## config.mk

```make
export PLATFORM = sky130hd
export DESIGN_NAME = snd_ram_port
export DESIGN_NICKNAME = d
export VERILOG_FILES = /design/src/rtl/snd_ram_pkg.sv /design/src/rtl/snd_bus_decode.sv /design/src/rtl/snd_ptr_regs.sv /design/src/rtl/snd_ram_dp.sv /design/src/rtl/snd_ram_port.sv
export SDC_FILE = /design/constraint.sdc
export NUM_CORES = 1
export LEC_CHECK = 0
export BUFFER_PORTS_ARGS = -buffer_cell sky130_fd_sc_hd__buf_4
export CAP_MARGIN = 20
export CORE_MARGIN = 10
export CORE_UTILIZATION = 55
export DETAILED_ROUTE_END_ITERATION = 16
export GPL_TIMING_DRIVEN = 0
export HOLD_SLACK_MARGIN = 0.15
export PLACE_DENSITY = 0.76
export SLEW_MARGIN = 20
export SYNTH_ARGS = -nofsm -noshare
export SYNTH_HDL_FRONTEND = slang
export SYNTH_SLANG_ARGS = --single-unit
```

## constraint.sdc

```tcl
create_clock -name clk -period 5.9 [get_ports clk]
set_input_delay 1.18 -clock clk [delete_from_list [all_inputs] [get_ports clk]]
set_output_delay 1.18 -clock clk [all_outputs]
set_load 0.005 [all_outputs]
```

## src/rtl/snd_ram_pkg.sv

```systemverilog
// Shared types for the sound memory access port.
// Assumes one bus access per strobe and byte-wide data.
package snd_ram_pkg;

    // Register window hit by a bus access
    typedef enum logic [1:0] {
        WIN_NONE = 2'd0,
        WIN_DATA = 2'd1,
        WIN_PTR  = 2'd2,
        WIN_CTRL = 2'd3
    } win_e;

    // One decoded bus access, valid for a single cycle
    typedef struct packed {
        logic data_rd;
        logic data_wr;
        logic ptr_wr;
        logic ctrl_wr;
    } acc_s;

endpackage

```

## src/rtl/snd_bus_decode.sv

```systemverilog
// Finds the rising edge of the bus strobe and turns it into a
// single-cycle access pulse for the window the address hits.
// Assumes the address and write flag are stable while the strobe is high.
module snd_bus_decode
    import snd_ram_pkg::*;
#(
    parameter int          BUS_AW   = 16,
    parameter logic [15:0] WIN_MASK = 16'hF800,
    parameter logic [15:0] DATA_WIN = 16'h4800,
    parameter logic [15:0] PTR_WIN  = 16'hF800,
    parameter logic [15:0] CTRL_WIN = 16'hE000
) (
    input  logic              clk,
    input  logic              rst_n,
    input  logic              stb,
    input  logic              we,
    input  logic [BUS_AW-1:0] addr,
    output acc_s              acc
);

    logic stb_q;
    logic start;
    win_e win;

    // Remember the strobe level so that a held strobe counts once
    always_ff @(posedge clk) begin
        if (!rst_n) stb_q <= 1'b0;
        else        stb_q <= stb;
    end

    assign start = stb && !stb_q;

    // Work out which register window the address falls in
    always_comb begin
        if      ((addr & WIN_MASK[BUS_AW-1:0]) == DATA_WIN[BUS_AW-1:0]) win = WIN_DATA;
        else if ((addr & WIN_MASK[BUS_AW-1:0]) == PTR_WIN[BUS_AW-1:0])  win = WIN_PTR;
        else if ((addr & WIN_MASK[BUS_AW-1:0]) == CTRL_WIN[BUS_AW-1:0]) win = WIN_CTRL;
        else                                                           win = WIN_NONE;
    end

    // Produce the access pulses, qualified by the strobe edge
    always_comb begin
        acc.data_rd = start && (win == WIN_DATA) && !we;
        acc.data_wr = start && (win == WIN_DATA) &&  we;
        acc.ptr_wr  = start && (win == WIN_PTR)  &&  we;
        acc.ctrl_wr = start && (win == WIN_CTRL) &&  we;
    end

    // a single access, never two on back-to-back cycles
    a_r7_single_pulse: assert property (@(posedge clk) disable iff (!rst_n)
        (acc.data_rd || acc.data_wr) |=> !(acc.data_rd || acc.data_wr));

    // at most one kind of access is active at a time
    a_r12_one_window: assert property (@(posedge clk) disable iff (!rst_n)
        $onehot0({acc.data_rd, acc.data_wr, acc.ptr_wr, acc.ctrl_wr}));

endmodule

```

## src/rtl/snd_ptr_regs.sv

```systemverilog
// Holds the byte pointer, the auto-increment flag and the sound-disable
// flag. The pointer advances once per data access when the flag is set.
// Assumes that pointer loads and data accesses never fall in the same cycle.
module snd_ptr_regs
    import snd_ram_pkg::*;
#(
    parameter int ADDR_W  = 7,
    parameter int DATA_W  = 8,
    parameter int DIS_BIT = 6
) (
    input  logic              clk,
    input  logic              rst_n,
    input  acc_s              acc,
    input  logic [DATA_W-1:0] wdata,
    output logic [ADDR_W-1:0] ptr,
    output logic              sound_en
);

    localparam int INC_BIT = DATA_W - 1;

    logic              inc_q;
    logic              dis_q;
    logic [ADDR_W-1:0] ptr_q;
    logic              data_acc;

    assign data_acc = acc.data_rd || acc.data_wr;

    // Load the pointer and flag, or step the pointer after a data access
    always_ff @(posedge clk) begin
        if (!rst_n) begin
            ptr_q <= '0;
            inc_q <= 1'b0;
        end else if (acc.ptr_wr) begin
            ptr_q <= wdata[ADDR_W-1:0];
            inc_q <= wdata[INC_BIT];
        end else if (data_acc && inc_q) begin
            ptr_q <= ptr_q + 1'b1;
        end
    end

    // Capture the sound-disable flag from a control write
    always_ff @(posedge clk) begin
        if (!rst_n)          dis_q <= 1'b1;
        else if (acc.ctrl_wr) dis_q <= wdata[DIS_BIT];
    end

    assign ptr      = ptr_q;
    assign sound_en = !dis_q;

    // one step per data access while auto-increment is on
    a_r4_step: assert property (@(posedge clk) disable iff (!rst_n)
        (data_acc && inc_q) |=> (ptr_q == $past(ptr_q) + 1'b1));

    // the top address wraps to zero
    a_r5_wrap: assert property (@(posedge clk) disable iff (!rst_n)
        (data_acc && inc_q && (ptr_q == '1)) |=> (ptr_q == '0));

    // no movement while auto-increment is off
    a_r6_hold: assert property (@(posedge clk) disable iff (!rst_n)
        (data_acc && !inc_q) |=> $stable(ptr_q));

    // sound_en follows the inverse of the disable bit
    a_r8_enable: assert property (@(posedge clk) disable iff (!rst_n)
        acc.ctrl_wr |=> (sound_en == !$past(wdata[DIS_BIT])));

endmodule

```

## src/rtl/snd_ram_dp.sv

```systemverilog
// Sound memory with a processor port and an engine port. Both read
// ports are registered. There is one write path, and the processor wins it.
// Assumes the memory contents are not reset; only the output registers are.
module snd_ram_dp #(
    parameter int ADDR_W = 7,
    parameter int DATA_W = 8
) (
    input  logic              clk,
    input  logic              rst_n,
    input  logic [ADDR_W-1:0] cpu_addr,
    input  logic              cpu_re,
    input  logic              cpu_we,
    input  logic [DATA_W-1:0] cpu_wdata,
    output logic [DATA_W-1:0] cpu_rdata,
    input  logic [ADDR_W-1:0] syn_addr,
    input  logic              syn_we,
    input  logic [DATA_W-1:0] syn_wdata,
    output logic [DATA_W-1:0] syn_rdata
);

    localparam int DEPTH = 1 << ADDR_W;

    logic [DATA_W-1:0] mem [DEPTH];
    logic [DATA_W-1:0] cpu_rd_q;
    logic [DATA_W-1:0] syn_rd_q;

    // Single write path; the processor takes it over the engine
    always_ff @(posedge clk) begin
        if (cpu_we)      mem[cpu_addr] <= cpu_wdata;
        else if (syn_we) mem[syn_addr] <= syn_wdata;
    end

    // Processor read register, updated only by a data read
    always_ff @(posedge clk) begin
        if (!rst_n)      cpu_rd_q <= '0;
        else if (cpu_re) cpu_rd_q <= mem[cpu_addr];
    end

    // Engine read register, reloaded every cycle
    always_ff @(posedge clk) begin
        if (!rst_n) syn_rd_q <= '0;
        else        syn_rd_q <= mem[syn_addr];
    end

    assign cpu_rdata = cpu_rd_q;
    assign syn_rdata = syn_rd_q;

    // on a collision the processor byte lands in memory
    a_r11_cpu_wins: assert property (@(posedge clk) disable iff (!rst_n)
        (cpu_we && syn_we) |=> (mem[$past(cpu_addr)] == $past(cpu_wdata)));

    // a lone engine write stores its byte
    a_r10_syn_write: assert property (@(posedge clk) disable iff (!rst_n)
        (syn_we && !cpu_we) |=> (mem[$past(syn_addr)] == $past(syn_wdata)));

    // a processor write stores its byte
    a_r3_cpu_write: assert property (@(posedge clk) disable iff (!rst_n)
        cpu_we |=> (mem[$past(cpu_addr)] == $past(cpu_wdata)));

endmodule

```

## src/rtl/snd_ram_port.sv

```systemverilog
// Top of the sound memory access port: bus decode, pointer and flag
// registers, and the dual-port sound memory.
// Assumes a single-cycle-or-longer strobe with the address held stable.
module snd_ram_port
    import snd_ram_pkg::*;
#(
    parameter int          ADDR_W   = 7,
    parameter int          DATA_W   = 8,
    parameter int          BUS_AW   = 16,
    parameter int          DIS_BIT  = 6,
    parameter logic [15:0] WIN_MASK = 16'hF800,
    parameter logic [15:0] DATA_WIN = 16'h4800,
    parameter logic [15:0] PTR_WIN  = 16'hF800,
    parameter logic [15:0] CTRL_WIN = 16'hE000
) (
    input  logic              clk,
    input  logic              rst_n,
    input  logic              bus_stb,
    input  logic              bus_we,
    input  logic [BUS_AW-1:0] bus_addr,
    input  logic [DATA_W-1:0] bus_wdata,
    output logic [DATA_W-1:0] bus_rdata,
    output logic              sound_en,
    input  logic [ADDR_W-1:0] syn_addr,
    input  logic              syn_we,
    input  logic [DATA_W-1:0] syn_wdata,
    output logic [DATA_W-1:0] syn_rdata
);

    acc_s              acc;
    logic [ADDR_W-1:0] ptr;

    snd_bus_decode #(
        .BUS_AW   (BUS_AW),
        .WIN_MASK (WIN_MASK),
        .DATA_WIN (DATA_WIN),
        .PTR_WIN  (PTR_WIN),
        .CTRL_WIN (CTRL_WIN)
    ) u_decode (
        .clk   (clk),
        .rst_n (rst_n),
        .stb   (bus_stb),
        .we    (bus_we),
        .addr  (bus_addr),
        .acc   (acc)
    );

    snd_ptr_regs #(
        .ADDR_W  (ADDR_W),
        .DATA_W  (DATA_W),
        .DIS_BIT (DIS_BIT)
    ) u_regs (
        .clk      (clk),
        .rst_n    (rst_n),
        .acc      (acc),
        .wdata    (bus_wdata),
        .ptr      (ptr),
        .sound_en (sound_en)
    );

    snd_ram_dp #(
        .ADDR_W (ADDR_W),
        .DATA_W (DATA_W)
    ) u_mem (
        .clk       (clk),
        .rst_n     (rst_n),
        .cpu_addr  (ptr),
        .cpu_re    (acc.data_rd),
        .cpu_we    (acc.data_wr),
        .cpu_wdata (bus_wdata),
        .cpu_rdata (bus_rdata),
        .syn_addr  (syn_addr),
        .syn_we    (syn_we),
        .syn_wdata (syn_wdata),
        .syn_rdata (syn_rdata)
    );

    // a read of the pointer window leaves bus_rdata alone
    a_r9_rdata_hold: assert property (@(posedge clk) disable iff (!rst_n)
        (!acc.data_rd) |=> $stable(bus_rdata));

endmodule

```

Yosys cells after proc, flatten, opt, wreduce, memory -nomap -nowiden --
Memory sizes are Yosys's and may differ from the RTL's. A register that Yosys moved wholly into a read port is not among the register bits. Index checks and enable logic that the tools add are counted.
Word-level totals: register bits after elaboration 10, latch bits 0, RAM bits 1024, memory bits (read-only) 0, output and inout port bits 17, word-level logic and storage cells 42, memories kept 1
Memory list:
- u_mem.mem | depth 128, width 8, read ports 2, clocked after Yosys merged registers in 2, write ports 1, line snd_ram_dp.sv:23 | logic [DATA_W-1:0] mem [DEPTH];
Cells by class: add/subtract/negate cells 1, multipliers 0, divide/modulo/power cells 0, magnitude comparators 0, eq/ne operators 6, shifts and indexed selects 0, muxes and demuxes 13, bitwise logic cells 0, reduce and logical (&&, ||, !) cells 17
Operator list (count):
- 2-to-1 mux 7 bit | 3
- == test 5 bit (second input constant) | 2
- logical AND 1 bit | 9
- 2-to-1 mux 8 bit | 1
- OR reduction 8 bit | 1
- adder 7 x 1 -> 7 bit (second input constant) | 1
- 2-to-1 mux 1 bit | 6
- 2-to-1 mux 2 bit | 3
- == test 5 x 4 -> 1 bit (second input constant) | 1
- logical NOT 1 bit | 5
- == test 2 bit (second input constant) | 2
- == test 2 x 1 -> 1 bit (second input constant) | 1
- nonzero test 2 bit | 1
- logical OR 1 bit | 1

Longest topological paths before layout --
depth after elaboration 11, mapped depth 11, gate-level depth less buffers 6

Cells and area by module --
A second synthesis with hierarchy kept.
Unflattened totals: cell total of the unflattened synthesis 2928, area, all modules 49954.2 um2
By module, submodules not included:
- snd_ram_dp | instances 1, cells each 2867, area each 49428.7 um2
- snd_ptr_regs | instances 1, cells each 49, area each 431.7 um2
- snd_bus_decode | instances 1, cells each 12, area each 93.8 um2

Worst setup path before layout --
Ideal clock, no wire load.
path kind in2reg, start input bus_addr[14], end memory u_mem.mem[0][0], data pin, data arrival time 3242 ps, data required time 5522 ps, path slack 2280 ps, cell stages on the path 6, cells stage by stage and3b_1 > clkbuf_1 > a31oi_1 > buf_4 > buf_1 > mux2_2
Between the ends: cells in the longest elaborated chain, start to end 11, elaborated cells between the ends (all ways) 13, classes of those cells eq/ne (4); mux (6); reduce/logical (3)
RTL lines:
- start, declared | line snd_ram_port.sv:20 | input logic [BUS_AW-1:0] bus_addr,
- == test 5 bit | line snd_bus_decode.sv:37 | else if ((addr & WIN_MASK[BUS_AW-1:0]) == CTRL_WIN[BUS_AW-1:0]) win = WIN_CTRL;
- 2-to-1 mux 2 bit | line snd_bus_decode.sv:37
- 2-to-1 mux 2 bit | line snd_bus_decode.sv:36 | else if ((addr & WIN_MASK[BUS_AW-1:0]) == PTR_WIN[BUS_AW-1:0]) win = WIN_PTR;
- 2-to-1 mux 2 bit * | line snd_bus_decode.sv:35 | if ((addr & WIN_MASK[BUS_AW-1:0]) == DATA_WIN[BUS_AW-1:0]) win = WIN_DATA;
- == test 2 x 1 -> 1 bit * | line snd_bus_decode.sv:44 | acc.data_wr = start && (win == WIN_DATA) && we;
- logical AND 1 bit * (2 in a row) | line snd_bus_decode.sv:44
- 2-to-1 mux 1 bit * | line snd_ram_dp.sv:29 | if (cpu_we) mem[cpu_addr] <= cpu_wdata;
- 2-to-1 mux 1 bit (not written as such) * | line snd_ram_dp.sv:30 | else if (syn_we) mem[syn_addr] <= syn_wdata;
- OR reduction 8 bit (no line) *
- 2-to-1 mux 8 bit (no line) *
- end, declared | line snd_ram_dp.sv:23
Mark *: on every way between the ends. The rest lies on a longest branch, timed or not.

Worst setup path after layout --
start input bus_stb, end memory u_mem.mem[117][3] (enable)
Between the ends: cells in the longest elaborated chain, start to end 7, elaborated cells between the ends (all ways) 10, classes of those cells mux (6); reduce/logical (4)
RTL lines:
- start, declared | line snd_ram_port.sv:18 | input logic bus_stb,
- logical AND 1 bit * | line snd_bus_decode.sv:31 | assign start = stb && !stb_q;
- logical AND 1 bit * (2 in a row) | line snd_bus_decode.sv:44
- 2-to-1 mux 1 bit | line snd_ram_dp.sv:29
- 2-to-1 mux 1 bit (not written as such) | line snd_ram_dp.sv:30
- OR reduction 8 bit (no line)
- 2-to-1 mux 7 bit (no line) / 2-to-1 mux 1 bit (equally long branches)
Marks and branches as above.

==> reports/qor.yml <==
portBuffers: 46
core.rowCount: 110
ys.flop_type: "sky130_fd_sc_hd__edfxtp_1"
global_route.usage.total_pct: 34.4
fin_setup_tns_ps: 0
min_path_type: "register to register"
syn_area_mm2: 0.0500
antenna_found_initial: 4
half_perimeter_wire_length_after_placement_um: 126000
worst_setup_path_end_kind: "register"
cellPowerDensity_mw_per_mm2: 294
crit_path_max_incr_delay_ps: 1060
core_region_area_mm2: 0.0900
final_cell_mix: "1024 x sky130_fd_sc_hd__edfxtp_1, 401 x sky130_fd_sc_hd__mux4_2, 327 x sky130_fd_sc_hd__mux2i_1"
slowest_stage: "sky130_fd_sc_hd__nor2_1"
timing.final.max_slew_violations: 0
achievable-frequency_ghz: 0.218
cts_buffers: 107
run_status: "finished clean"
synth-simple-area-share_pct: 3.18
cts_num_sinks: 1050
die_w_um: 321
cp_common_cell: "sky130_fd_sc_hd__buf_4"
actual_slew_at_the_worst_max_slew_pin_ps: 1290
path_max_fanout: 11
final_net_count: 2977
postRouteAntennaNets: 0
path_buf_inv: 4
final.hold.worst_slack_ps: 500
synth.net_count: 2815
fin_crit_ps: 4590
synth.distinct_cells: 54
count_of_boundary_i_o_pins: 61
routedWlPerCell_um: 42.6
mux_share_of_post_synthesis_cell_area_pct: 26.3
timing.critical_path.max_delay_family: "simple AND/OR/NAND/NOR gates"
avgSynthCellArea_um2: 18.0
netlist.area_leader.share_pct: 61.6
number_of_synthesized_flops_with_an_enable_pin: 1024
first_global_vias: 31345
die-height_um: 321
cts_tree: "built"
layout-drive-gt1-share_pct: 26.6
most_common_cell_after_layout_fill_and_taps_aside: "sky130_fd_sc_hd__edfxtp_1"
worst_slew_margin_rel_pct: 13.7
timing.critical_path.required_ps: 6210
skew_ps: 43.7
num-fill-cells: 6302
synth.top_cells.by_area: "sky130_fd_sc_hd__edfxtp_1 62%, sky130_fd_sc_hd__mux4_2 18%, sky130_fd_sc_hd__mux2i_1 6.6%, sky130_fd_sc_hd__a22oi_1 2.1%, sky130_fd_sc_hd__nor2_1 1.1%"
place.gp.congestion: 1.10
cell_count_after_synthesis: 2770
preCtsSetupSlack_ps: 890
routed-via-count: 32334
hold_viol_final: 0
yosys_synthesis_warning_count: 0
synth_top_family_by_area: "multiplexers"
synth_area_leader_cell: "sky130_fd_sc_hd__edfxtp_1"
maxCapViolations: 0
vias_cell: 7.69
drt_iter0_markers: 5802
multi_input_area_mm2: 0.0174
cp_data_arrival_time_ps: 4900
clk-insertion-delay-late_ps: 720
flop_and_latch_count_out_of_synthesis: 1050
max-clock-path-buffers: 3
initial_core_util_pct: 55.5
ir_worst_vdd_v: 0.000250
yosysSeqAreaShare_pct: 62.6
min_period_over_period_pct: 77.8
synth_xor_area_share_pct: 0.0351
rsz0062_at_grt: "false"
floorplan.die_area_mm2: 0.103
post_cts.resized_instances: 0
grt_max_degree: 129
drt-pass1-iter-count: 8
postLayoutSetupSlackWorst_ps: 1310
criticalPathCategory: "input pin to register"
postCtsSetupRepairBufs: 0
gr-total-overflow: 0
post_synth_fa_ha_maj_area_fraction_pct: 0.0250
chain_of_cells_forming_the_critical_path: "buf_4 > and3b_1 > clkbuf_1 > a31oi_1 > buf_4 > mux2i_2 > nand3_1 > clkbuf_2 > nor2_1"
final_setup_violation_count: 0
number_of_drc_violations_after_detailed_routing: 0
clkTransAtPathRegs_ps: 60
h_tree_levels: 3
root_buffer: "sky130_fd_sc_hd__clkbuf_16"
wl_um: 179000
power.static_leakage_nw: 17.4
cp-start-kind: "input pin"
postSynth.asyncResetShare_pct: 0
postCtsHoldBufs: 0
total_power_mw: 16.4
synthesized_area_fraction_occupied_by_ao_oa_aoi_and_oai_cells_pct: 5.12
area.sequential_mm2: 0.0313
areaGrowthSynthToFinish_pct: 11.5
wire_length_of_the_first_global_routing_pass_um: 246000
-- metrics by stage --
stage	area (um^2)	instances	util [%]
global route	55700	4198	61.8
CTS	55600	4196	61.8
finish	55700	4205	61.9
global placement	51800	3992	57.5
floorplan	50000	2770	-
detailed placement	52000	3997	57.8
-- layout make-up --
class	instances	share of cell area (%)
antenna	7	0.0315
buffer	224	2.49
multi-input combinational	1491	31.3
sequential	1050	56.2
clock buffer	129	4.99
inverter	5	0.0337
timing repair buffer	53	0.908
tap	1176	2.64
clock inverter	70	1.46
-- per-layer routing --
layer	GRT usage, %	share of wire, %	vias up
met5	0.0483	0	-
met3	16.4	17	646
li1	-	-	12019
met1	41.9	33	16569
met4	21.7	7.6	0
met2	49.1	43	3100
-- final timing paths --
kind / startpoint / to / slack, ps / depth (start not counted)
setup reg to reg: u_decode.stb_q / u_mem.mem[117][3] / 1530 / 8
setup / recovery: bus_stb / u_mem.mem[117][3] / 1310 / 9
hold / removal: u_regs.inc_q / u_regs.inc_q / 500 / 2
hold reg to reg: u_regs.inc_q / u_regs.inc_q / 500 / 2
-- flip-flops by register name (all words and copies together), names as in the netlist --
name             cells
u_mem.cpu_rdata      8
u_mem.syn_rdata      8
u_regs.ptr           7
u_decode.stb_q       1
u_regs.dis_q         1
u_regs.inc_q         1
u_mem.mem         1024
-- synthesized netlist by cell type (all sizes together) (9+ instances only) --
cell type / n
edfxtp: 1024
mux4: 417
mux2i: 328
a22oi: 143
nor2: 141
buf: 139
clkbuf: 85
a21oi: 76
nand2: 76
a31oi: 39
mux2: 34
nand3: 34
dfxtp: 26
o21ai: 23
a221oi: 19
nand2b: 19
o22ai: 17
nor2b: 14
nor3: 13
a211oi: 12
and3: 10
o211ai: 10
and2: 9
nand4: 9
o2111ai: 9
o41ai: 9
-- where the power goes --
group | leakage (nW) | internal, mW | total (mW) | switching (mW)
combinational | 6.26 | 0.348 | 1.04 | 0.688
sequential | 9.42 | 8.27 | 8.27 | 0.00922
clock | 1.76 | 4.14 | 7.07 | 2.93
total | 17.4 | 12.8 | 16.4 | 3.63
-- logic make-up (layout without fill, tap and decap cells) --
logic type | Yosys count | count (layout)
AO/OA/AOI/OAI | 367 | 367
XOR/XNOR | 2 | 2
adder cells (fa/ha/maj) | 1 | 1
buffers and inverters | 229 | 481
flip-flops | 1050 | 1050
multiplexers | 779 | 779
other | 0 | 7
AND/OR/NAND/NOR | 342 | 342
-- tightest hold or removal path: stages, from the launching register on --
cell	delay, ps
sky130_fd_sc_hd__dfxtp_1	330
sky130_fd_sc_hd__nand2_1	60
sky130_fd_sc_hd__a21oi_1	60
Power figures use the tool's default switching activity.
